$ cat src/rtl/cwf_pkg.sv
package cwf_pkg;
    typedef enum logic [1:0] {
        S_IDLE = 2'd0,
        S_REQ  = 2'd1,
        S_RSP  = 2'd2,
        S_DONE = 2'd3
    } fill_state_t;
endpackage

$ cat src/rtl/cwf_beat_seq.sv
module cwf_beat_seq #(
    parameter int BEATS = 4,
    parameter int IDX_W = $clog2(BEATS)
) (
    input  logic             clk,
    input  logic             rst_n,
    input  logic             load,
    input  logic [IDX_W-1:0] load_idx,
    input  logic             advance,
    output logic [IDX_W-1:0] idx,
    output logic             is_first,
    output logic             is_last
);
    logic [IDX_W-1:0] idx_q;
    logic [IDX_W-1:0] cnt_q;

    always_ff @(posedge clk) begin
        if (!rst_n) begin
            idx_q <= '0;
            cnt_q <= '0;
        end else if (load) begin
            idx_q <= load_idx;
            cnt_q <= '0;
        end else if (advance) begin
            idx_q <= idx_q + IDX_W'(1);
            cnt_q <= cnt_q + IDX_W'(1);
        end
    end

    assign idx      = idx_q;
    assign is_first = (cnt_q == '0);
    assign is_last  = (cnt_q == IDX_W'(BEATS - 1));

    AST_WRAP_STEP: assert property (@(posedge clk) disable iff (!rst_n)
        advance && !load |=> idx == $past(idx) + IDX_W'(1));
endmodule

$ cat src/rtl/cwf_line_buf.sv
module cwf_line_buf #(
    parameter int BEATS  = 4,
    parameter int DATA_W = 64,
    parameter int IDX_W  = $clog2(BEATS)
) (
    input  logic                    clk,
    input  logic                    rst_n,
    input  logic                    clear,
    input  logic                    we,
    input  logic [IDX_W-1:0]        wr_idx,
    input  logic [DATA_W-1:0]       wr_data,
    input  logic                    set_valid,
    output logic                    line_valid,
    output logic [BEATS*DATA_W-1:0] line_data
);
    logic [BEATS-1:0] written_q;
    logic             valid_q;

    for (genvar g = 0; g < BEATS; g++) begin : g_beat
        logic [DATA_W-1:0] beat_q;
        always_ff @(posedge clk) begin
            if (!rst_n)                             beat_q <= '0;
            else if (we && wr_idx == IDX_W'(g))     beat_q <= wr_data;
        end
        always_ff @(posedge clk) begin
            if (!rst_n || clear)                    written_q[g] <= 1'b0;
            else if (we && wr_idx == IDX_W'(g))     written_q[g] <= 1'b1;
        end
        assign line_data[g*DATA_W +: DATA_W] = beat_q;
    end

    always_ff @(posedge clk) begin
        if (!rst_n || clear) valid_q <= 1'b0;
        else if (set_valid)  valid_q <= 1'b1;
    end

    assign line_valid = valid_q;

    AST_VALID_ALL_BEATS: assert property (@(posedge clk) disable iff (!rst_n)
        valid_q |-> &written_q);
endmodule

$ cat src/rtl/cwf_line_fill.sv
module cwf_line_fill
    import cwf_pkg::*;
#(
    parameter int ADDR_W     = 32,
    parameter int BEAT_BYTES = 8,
    parameter int LINE_BYTES = 32
) (
    input  logic                          clk,
    input  logic                          rst_n,
    input  logic                          miss_valid,
    input  logic [ADDR_W-1:0]             miss_addr,
    output logic                          busy,
    output logic                          mem_req_valid,
    input  logic                          mem_req_ready,
    output logic [ADDR_W-1:0]             mem_req_addr,
    input  logic                          mem_rsp_valid,
    input  logic [BEAT_BYTES*8-1:0]       mem_rsp_data,
    output logic                          restart_valid,
    output logic [BEAT_BYTES*8-1:0]       restart_data,
    output logic                          line_valid,
    output logic                          line_done,
    output logic [LINE_BYTES*8-1:0]       line_data
);
    localparam int DATA_W     = BEAT_BYTES * 8;
    localparam int BEATS      = LINE_BYTES / BEAT_BYTES;
    localparam int IDX_W      = $clog2(BEATS);
    localparam int OFF_W      = $clog2(BEAT_BYTES);
    localparam int LINE_OFF_W = OFF_W + IDX_W;
    localparam int BASE_W     = ADDR_W - LINE_OFF_W;

    fill_state_t      state_q, state_d;
    logic [BASE_W-1:0] base_q;
    logic [IDX_W-1:0]  idx;
    logic              is_first, is_last;
    logic              accept, advance, beat_we, set_valid;
    logic [OFF_W-1:0]  unused_low;

    assign unused_low = miss_addr[OFF_W-1:0];
    assign accept     = (state_q == S_IDLE) && miss_valid;

    // state register
    always_ff @(posedge clk) begin
        if (!rst_n) state_q <= S_IDLE;
        else        state_q <= state_d;
    end

    always_ff @(posedge clk) begin
        if (!rst_n)      base_q <= '0;
        else if (accept) base_q <= miss_addr[ADDR_W-1:LINE_OFF_W];
    end

    // next state and outputs
    always_comb begin
        state_d       = state_q;
        busy          = 1'b1;
        mem_req_valid = 1'b0;
        restart_valid = 1'b0;
        line_done     = 1'b0;
        advance       = 1'b0;
        beat_we       = 1'b0;
        set_valid     = 1'b0;
        unique case (state_q)
            S_IDLE: begin
                busy = 1'b0;
                if (miss_valid) state_d = S_REQ;
            end
            S_REQ: begin
                mem_req_valid = 1'b1;
                if (mem_req_ready) state_d = S_RSP;
            end
            S_RSP: begin
                if (mem_rsp_valid) begin
                    beat_we       = 1'b1;
                    restart_valid = is_first;
                    if (is_last) begin
                        set_valid = 1'b1;
                        state_d   = S_DONE;
                    end else begin
                        advance = 1'b1;
                        state_d = S_REQ;
                    end
                end
            end
            S_DONE: begin
                line_done = 1'b1;
                state_d   = S_IDLE;
            end
            default: state_d = S_IDLE;
        endcase
    end

    assign mem_req_addr = {base_q, idx, {OFF_W{1'b0}}};
    assign restart_data = mem_rsp_data;

    cwf_beat_seq #(.BEATS(BEATS), .IDX_W(IDX_W)) u_seq (
        .clk      (clk),
        .rst_n    (rst_n),
        .load     (accept),
        .load_idx (miss_addr[LINE_OFF_W-1:OFF_W]),
        .advance  (advance),
        .idx      (idx),
        .is_first (is_first),
        .is_last  (is_last)
    );

    cwf_line_buf #(.BEATS(BEATS), .DATA_W(DATA_W), .IDX_W(IDX_W)) u_buf (
        .clk        (clk),
        .rst_n      (rst_n),
        .clear      (accept),
        .we         (beat_we),
        .wr_idx     (idx),
        .wr_data    (mem_rsp_data),
        .set_valid  (set_valid),
        .line_valid (line_valid),
        .line_data  (line_data)
    );

    AST_REQ_HOLD: assert property (@(posedge clk) disable iff (!rst_n)
        mem_req_valid && !mem_req_ready |=> mem_req_valid && $stable(mem_req_addr));
    AST_RESTART_PULSE: assert property (@(posedge clk) disable iff (!rst_n)
        restart_valid |=> !restart_valid);
    AST_DONE_PULSE: assert property (@(posedge clk) disable iff (!rst_n)
        line_done |=> !line_done && !busy);
    AST_BASE_HELD: assert property (@(posedge clk) disable iff (!rst_n)
        busy |=> $stable(base_q));
endmodule

$ cat config.mk
export PLATFORM = sky130hd
export DESIGN_NAME = cwf_line_fill
export DESIGN_NICKNAME = d
export VERILOG_FILES = /design/src/rtl/cwf_pkg.sv /design/src/rtl/cwf_beat_seq.sv /design/src/rtl/cwf_line_buf.sv /design/src/rtl/cwf_line_fill.sv
export SDC_FILE = /design/constraint.sdc
export NUM_CORES = 1
export LEC_CHECK = 0
export ABC_AREA = 1
export ABC_CLOCK_PERIOD_IN_PS = 2400
export BUFFER_PORTS_ARGS = -buffer_cell sky130_fd_sc_hd__buf_2
export CAP_MARGIN = 30
export CELL_PAD_IN_SITES_DETAIL_PLACEMENT = 1
export CELL_PAD_IN_SITES_GLOBAL_PLACEMENT = 2
export CORE_MARGIN = 1
export CORE_UTILIZATION = 27
export DETAILED_ROUTE_END_ITERATION = 12
export GPL_TIMING_DRIVEN = 0
export PLACE_DENSITY = 0.86
export SKIP_LAST_GASP = 1
export SLEW_MARGIN = 20
export SYNTH_ARGS = -nofsm -noshare
export SYNTH_HDL_FRONTEND = slang
export SYNTH_HIERARCHICAL = 1
export SYNTH_SLANG_ARGS = --single-unit
$ cat constraint.sdc
create_clock -name clk -period 2.4 [get_ports clk]
set_input_delay 0.72 -clock clk [delete_from_list [all_inputs] [get_ports clk]]
set_output_delay 0.72 -clock clk [all_outputs]
set_load 0.005 [all_outputs]
==> flow_summary.toml, run 1 <==
[synth]
synth_xor_area_share_pct = 0
synth_compound_area_share_pct = 3.91
synth_seq_cells = 290
synth_cell_types = 23
synth_top_family_by_area = "simple AND/OR/NAND/NOR gates"
synth_top_area_cell = "dfxtp_1"
synth-simple-area-share_pct = 32.6
synth_cells = 1893
synth_top_cell_area_share_pct = 46.5
mappedNetlistArea_um2 = 12500
avgSynthCellArea_um2 = 6.60
synth_fa_ha_area_share_pct = 0.200
yosys_warnings = 6
synth.yosys.seq_area_share_pct = 46.5
synthMuxAreaShare_pct = 0
synthTopCellsByArea = "dfxtp_1 46%, nor2_1 15%, nand2_1 14%, inv_1 8.2%, buf_4 4.1%"

[sta]
hold_slack_ns = 0.423
maxSlewViolCount = 0
fmax_mhz = 458
clock-skew-final_ns = 0.0115
worst_slew_margin_rel_pct = 58.8
rsz0062_at_grt = "no"
setup_viol = 0
period_share_pct = 91.1
period_needed_ns = 2.19
hold_viol = 0
worstMarginPinSlew_ns = 0.614
tns_ns = 0

[run]
cap_violations = 0

[global_route]
grt_max_degree = 13
grt_overflow = 0
grt.met2_usage_pct = 35.9
antenna_found_initial = 2
busiest_layer = "met2"
grt_use_met3_pct = 5.10
grt_pass1_vias = 13200
grt_first_pass_wirelength_um = 75600
grt_use_total_pct = 20.7
grt_util_met1_pct = 24.6

[setup_path]
cp-start-kind = "flip-flop"
crit_fanout = 6
slowest_stage = "dfxtp_1"
crit_arrival_ns = 1.47
worstSetupEndpointType = "primary output"
critical_path_class = "flip-flop to primary output"
crit_chain = "inv_1, nand2_1, nor2_1, buf_2"
cp_slowest_stage_delay_ns = 0.47
worstPathRequired_ns = 1.68

[cts]
cts_resized = 0
clkTransAtPathRegs_ns = 0.06
htree_num_levels = 2
clock_sinks = 290
cts_tree = "yes"
clkLatencyLatePin_ns = 0.53
cts_hold_buf = 0
cts_buffers = 37
clock_tree.root_cell = "clkbuf_16"
cts_buffer_depth = 3
cts_setup_buffers = 0

[routing]
num_vias = 12900
ant_nets = 0
wl_per_cell_um = 16.3
drc = 0
drtIter0Drc = 473
dr.pass1.iters = 5
viasPerCell = 4.28
drt_wl_total_um = 49000

[power]
vdd_drop_max_mv = 0.362
p_per_area_nw_per_um2 = 713
p_leak_nw = 9.73

[final_layout]
fin_area_um2 = 16600
finalNonFillerCells = 3007
post_route_cells_drive_above_1_share_pct = 27.8
fin_util_pct = 36.6
final_nets = 2488
area_delta_synth_final_pct = 33.2

[die]
dieArea_um2 = 47200
fp.dieW_um = 217
rows = 78
core_um2 = 45500
pin_count = 458
dieHeight_um = 217
start_util_pct = 27.5

[run_status]
status = "finished clean"

[placement]
port_buffers = 451
dp_cells = 2946
post-dp-hpwl_um = 37900
gp_congestion = 0.787
place_area_um2 = 15500

[min_path]
hold_class = "input port to flip-flop"
==> sequential cells by signal, indices dropped and copies added, names as in the netlist <==
signal	flops
u_buf/g_beat.beat_q	256
base_q	27
state_q	2
u_seq/cnt_q	2
u_seq/idx	2
u_buf/line_valid	1
==> worst max-delay path: cells and delay by family, from the launching register on <==
family / cells / cell delay, ns
flops: 1 / 0.47
buf+inv: 2 / 0.25
simple gates: 2 / 0.21
==> stage by stage <==
stage                     power [mW]  worst slack [ns]
after floorplan                 5.97             0.766
after global placement          6.65             0.112
after detailed placement        6.70            0.0804
after CTS                       12.1             0.172
after global routing            12.5            0.0843
final                           11.9             0.214
==> synthesized netlist by cell type <==
master      n
buf_4      68
buf_1       1
nand3_1    72
nor2_4      1
nor2_1    512
dfxtp_1   290
a21oi_1    67
buf_2      91
nand4_1     1
nor3_1      1
clkbuf_1    9
buf_12      2
nand2_4     1
inv_1     273
o21ai_1    11
inv_2       1
o21ai_0    18
nand2_1   467
ha_1        2
inv_8       1
conb_1      1
a21oi_2     1
buf_6       2
==> kinds of logic after synthesis <==
family                   after synthesis
flip-flops                           290
buffers and inverters                448
AND/OR/NAND/NOR                     1055
AO/OA/AOI/OAI                         97
other                                  1
adder cells (fa/ha/maj)                2
==> cell type report <==
cell class	count	area [um^2]
fillers	5985	28800
flip-flops and latches	290	5810
multi-input cells	1157	4590
repair buffers	451	2260
clock buffers	54	1070
plain buffers	173	1070
inverters	275	1040
well taps	600	751
clock inverters	6	57.6
diodes	1	2.50
==> layout by cell type (no fill, tap or decap), types with 2 or more instances in the layout <==
| cell type | synthesis | layout |
|---|---|---|
| buf_4 | 68 | 68 |
| clkinv_2 | 0 | 4 |
| inv_1 | 273 | 273 |
| buf_12 | 2 | 2 |
| conb_1 | 1 | 3 |
| nand2_1 | 467 | 467 |
| o21ai_0 | 18 | 18 |
| clkbuf_16 | 0 | 37 |
| dfxtp_1 | 290 | 290 |
| o21ai_1 | 11 | 11 |
| clkbuf_1 | 9 | 18 |
| nand3_1 | 72 | 72 |
| clkbuf_8 | 0 | 8 |
| buf_2 | 91 | 542 |
| buf_6 | 2 | 2 |
| ha_1 | 2 | 2 |
| a21oi_1 | 67 | 67 |
| nor2_1 | 512 | 512 |
==> report_power, final <==
group / leakage [nW] / internal (mW) / switching, mW
clock: 0.554 / 3.17 / 2.12
sequential: 2.35 / 5.00 / 0.103
combinational: 6.82 / 0.559 / 0.914
==> routing by layer <==
| layer | share of wire, % | wire length [um] | up-vias |
|---|---|---|---|
| li1 | - | - | 6443 |
| met1 | 43 | 21000 | 5986 |
| met2 | 48 | 23300 | 340 |
| met3 | 6.4 | 3120 | 87 |
| met4 | 3.2 | 1560 | 0 |
| met5 | 0 | 0 | - |
==> final timing paths <==
| kind | startpoint | endpoint | slack, ns | cells past startpoint |
|---|---|---|---|---|
| max | state_q[0] | restart_valid | 0.21 | 4 |
| min | miss_addr[9] | base_q[4] | 0.42 | 3 |
| max reg2reg | state_q[0] | u_buf/g_beat[1].beat_q[49] | 0.36 | 9 |
| min reg2reg | u_buf/g_beat[0].beat_q[48] | u_buf/g_beat[0].beat_q[48] | 0.47 | 2 |
(Power assumes the default switching activity.)
==> inputs of run 2 (changes only) <==
ABC_AREA = 0   (was 1)
CORE_UTILIZATION = 31   (was 27)
PLACE_DENSITY = 0.87   (was 0.86)
==> run 2 against run 1 <==
Compared with the run above:
- clock power is 4% lower
- routed wire length is 18% lower
- clock-buffer cell count is 5 lower
- flip-flop and latch count stayed put
- global-route usage is 0.051 points higher
- hold slack worse by 0.0070 ns
- final cell count is 30% lower
- register-to-register slack better by 0.21 ns
- highest routed layer is now met5
- core utilization is 5.8 points higher
==> flow_summary.toml, run 2 <==
[synth]
postSynth.asyncResetShare_pct = 0
synth_top_cell_area_share_pct = 50.2
synth_common_cells = "348 x nand2_1, 290 x dfxtp_1, 257 x mux2i_1, 68 x buf_4, 35 x buf_2"
synth_top_area_cell = "dfxtp_1"
synthTopCellsByArea = "dfxtp_1 50%, mux2i_1 22%, nand2_1 11%, buf_4 4.4%, buf_8 2.3%"
synth_seq_cells = 290
yosys_warnings = 6
synth.yosys.seq_area_share_pct = 50.2
yosysMostFrequentCell = "nand2_1"
synth_edf_count = 0
ys.flop_type = "dfxtp_1"
synth_cell_types = 35
mappedNetlistArea_um2 = 11600
synth_cells = 1131
avgSynthCellArea_um2 = 10.2

[die]
core_um2 = 36700
start_util_pct = 31.5
fp.dieW_um = 195
dieHeight_um = 195
rows = 70
dieArea_um2 = 38100
pin_count = 458

[sta]
tns_ns = 0
period_needed_ns = 2.28
fmax_mhz = 439
maxSlewViolCount = 0
clock-skew-final_ns = 0.0165
rsz0062_at_grt = "no"
period_share_pct = 94.8
setup_viol = 0
setup_ws_ns = 0.124
worstMarginPinSlew_ns = 0.634
hold_viol = 0
worst_slew_margin_rel_pct = 57.8

[final_layout]
fin_util_pct = 42.4
regMostFlops = "u_buf/g_beat.beat_q"
reg.largest.list = "u_buf/g_beat.beat_q: 256 flops, base_q: 27 flops"
final_nets = 1726
antenna_cells = 0
largest_register_ffs = 256
final_common_cell = "buf_2"
fin_area_um2 = 15500
post_route_cells_drive_above_1_share_pct = 41.0
area_delta_synth_final_pct = 34.4
layout_common_cells = "486 x buf_2, 348 x nand2_1, 289 x dfxtp_1"

[global_route]
grt_first_pass_wirelength_um = 60700
grt_use_total_pct = 20.8
grt_overflow = 0
antenna_found_initial = 1
grt_max_degree = 17
grt_pass1_vias = 10200

[cts]
htree_num_levels = 2
clkTransAtPathRegs_ns = 0.06
cts_tree = "yes"
clock_sinks = 290
cts_buffers = 35
clkLatencyLatePin_ns = 0.52
cts_buffer_depth = 3
clock_tree.root_cell = "clkbuf_16"
cts_hold_buf = 0

[placement]
port_buffers = 451
gp_congestion = 0.803
pre_cts_ws_ns = 0.150
post-dp-hpwl_um = 30700
place_area_um2 = 14400

[power]
power_mw = 10.8
p_leak_nw = 8.49
vdd_drop_max_mv = 0.491
p_per_area_nw_per_um2 = 697

[setup_path]
worstSetupEndpointType = "primary output"
crit_fanout = 8
critical_path_class = "flip-flop to primary output"
worstPathRequired_ns = 1.68
crit_arrival_ns = 1.56
cp-start-kind = "flip-flop"

[min_path]
hold_class = "input port to flip-flop"

[routing]
dr.pass1.iters = 4
drc = 0
drt_wl_total_um = 40300
viasPerCell = 4.62
ant_nets = 0
drtIter0Drc = 265
wl_per_cell_um = 19.1
num_vias = 9742

[run]
cap_violations = 0

[run_status]
status = "finished clean"
[run 2: cell types whose count changed in the layout (fill, tap and decap cells not counted), moves of 18 or more]
cell     previous run  this run
nand2_1           467       348
buf_2             542       486
o21ai_2             0        22
nor2_1            512         4
a21oi_1            67         0
mux2i_1             0       257
buf_8               0        18
inv_1             273         4
nand3_1            72        26
[run 2: routing by layer]
| layer | share of wire (%) | GRT usage, % | wire (um) | vias up |
|---|---|---|---|---|
| li1 | - | - | - | 4641 |
| met4 | 3.4 | 7.61 | 1390 | 2 |
| met1 | 40 | 23.2 | 16300 | 4687 |
| met3 | 6.5 | 6.18 | 2610 | 82 |
| met5 | 0.042 | 0 | 17 | - |
| met2 | 50 | 37.1 | 20000 | 330 |
[run 2: worst paths after layout]
kind	from	end	slack [ns]	cells after the start
min	miss_addr[11]	base_q[6]	0.42	3
min reg2reg	u_buf/g_beat[1].beat_q[43]	u_buf/g_beat[1].beat_q[43]	0.45	2
max	state_q[0]	restart_valid	0.12	5
max reg2reg	state_q[0]	u_buf/g_beat[0].beat_q[47]	0.57	8
[run 2: area by class of cell]
type | count | area, um^2
repair buffers | 453 | 2270
fillers | 4294 | 21200
flip-flops and latches | 290 | 5810
clock buffers | 49 | 1040
plain buffers | 144 | 1250
multi-input cells | 695 | 4510
clock inverters | 7 | 60.1
well taps | 468 | 586
inverters | 4 | 15.0
[run 2: critical path: stages (launching register included)]
cell and delay [ns]:
dfxtp_1 0.30, buf_6 0.13, nand2b_1 0.20, nor2_4 0.15, and2_1 0.13, buf_2 0.12
[run 2: report_power, final]
part | internal (mW) | switching, mW | leakage (nW) | total, mW
logic | 0.346 | 0.461 | 5.60 | 0.807
registers | 4.88 | 0.0426 | 2.34 | 4.92
clock network | 3.10 | 2.00 | 0.550 | 5.10
total | 8.33 | 2.50 | 8.49 | 10.8
[run 2: repair_timing]
item | CTS | global route
buffers inserted | 0 | 2
pin swaps | 0 | 1
cloned | 0 | 0
gates resized for setup | 3 | 0
endpoints found under the setup margin | 1 | 1
[run 2: logic make-up (layout without fill, tap and decap cells)]
group	count (synthesis)	in the layout	share of synthesized area, %
other cells	1	3	0.0324
flops	290	290	50.2
fa+ha+maj	2	2	0.216
compound gates	33	33	2.33
buf+inv	148	657	10.9
simple gates	398	398	13.9
mux	257	257	22.2
xor+xnor	2	2	0.151
[run 2: per-stage QoR]
stage                     hold slack, ns  cells
final                              0.416   2110
after global placement             0.440   2052
after global routing               0.409   2110
after detailed placement           0.448   2052
after CTS                          0.386   2108
after floorplan                    0.451   1133
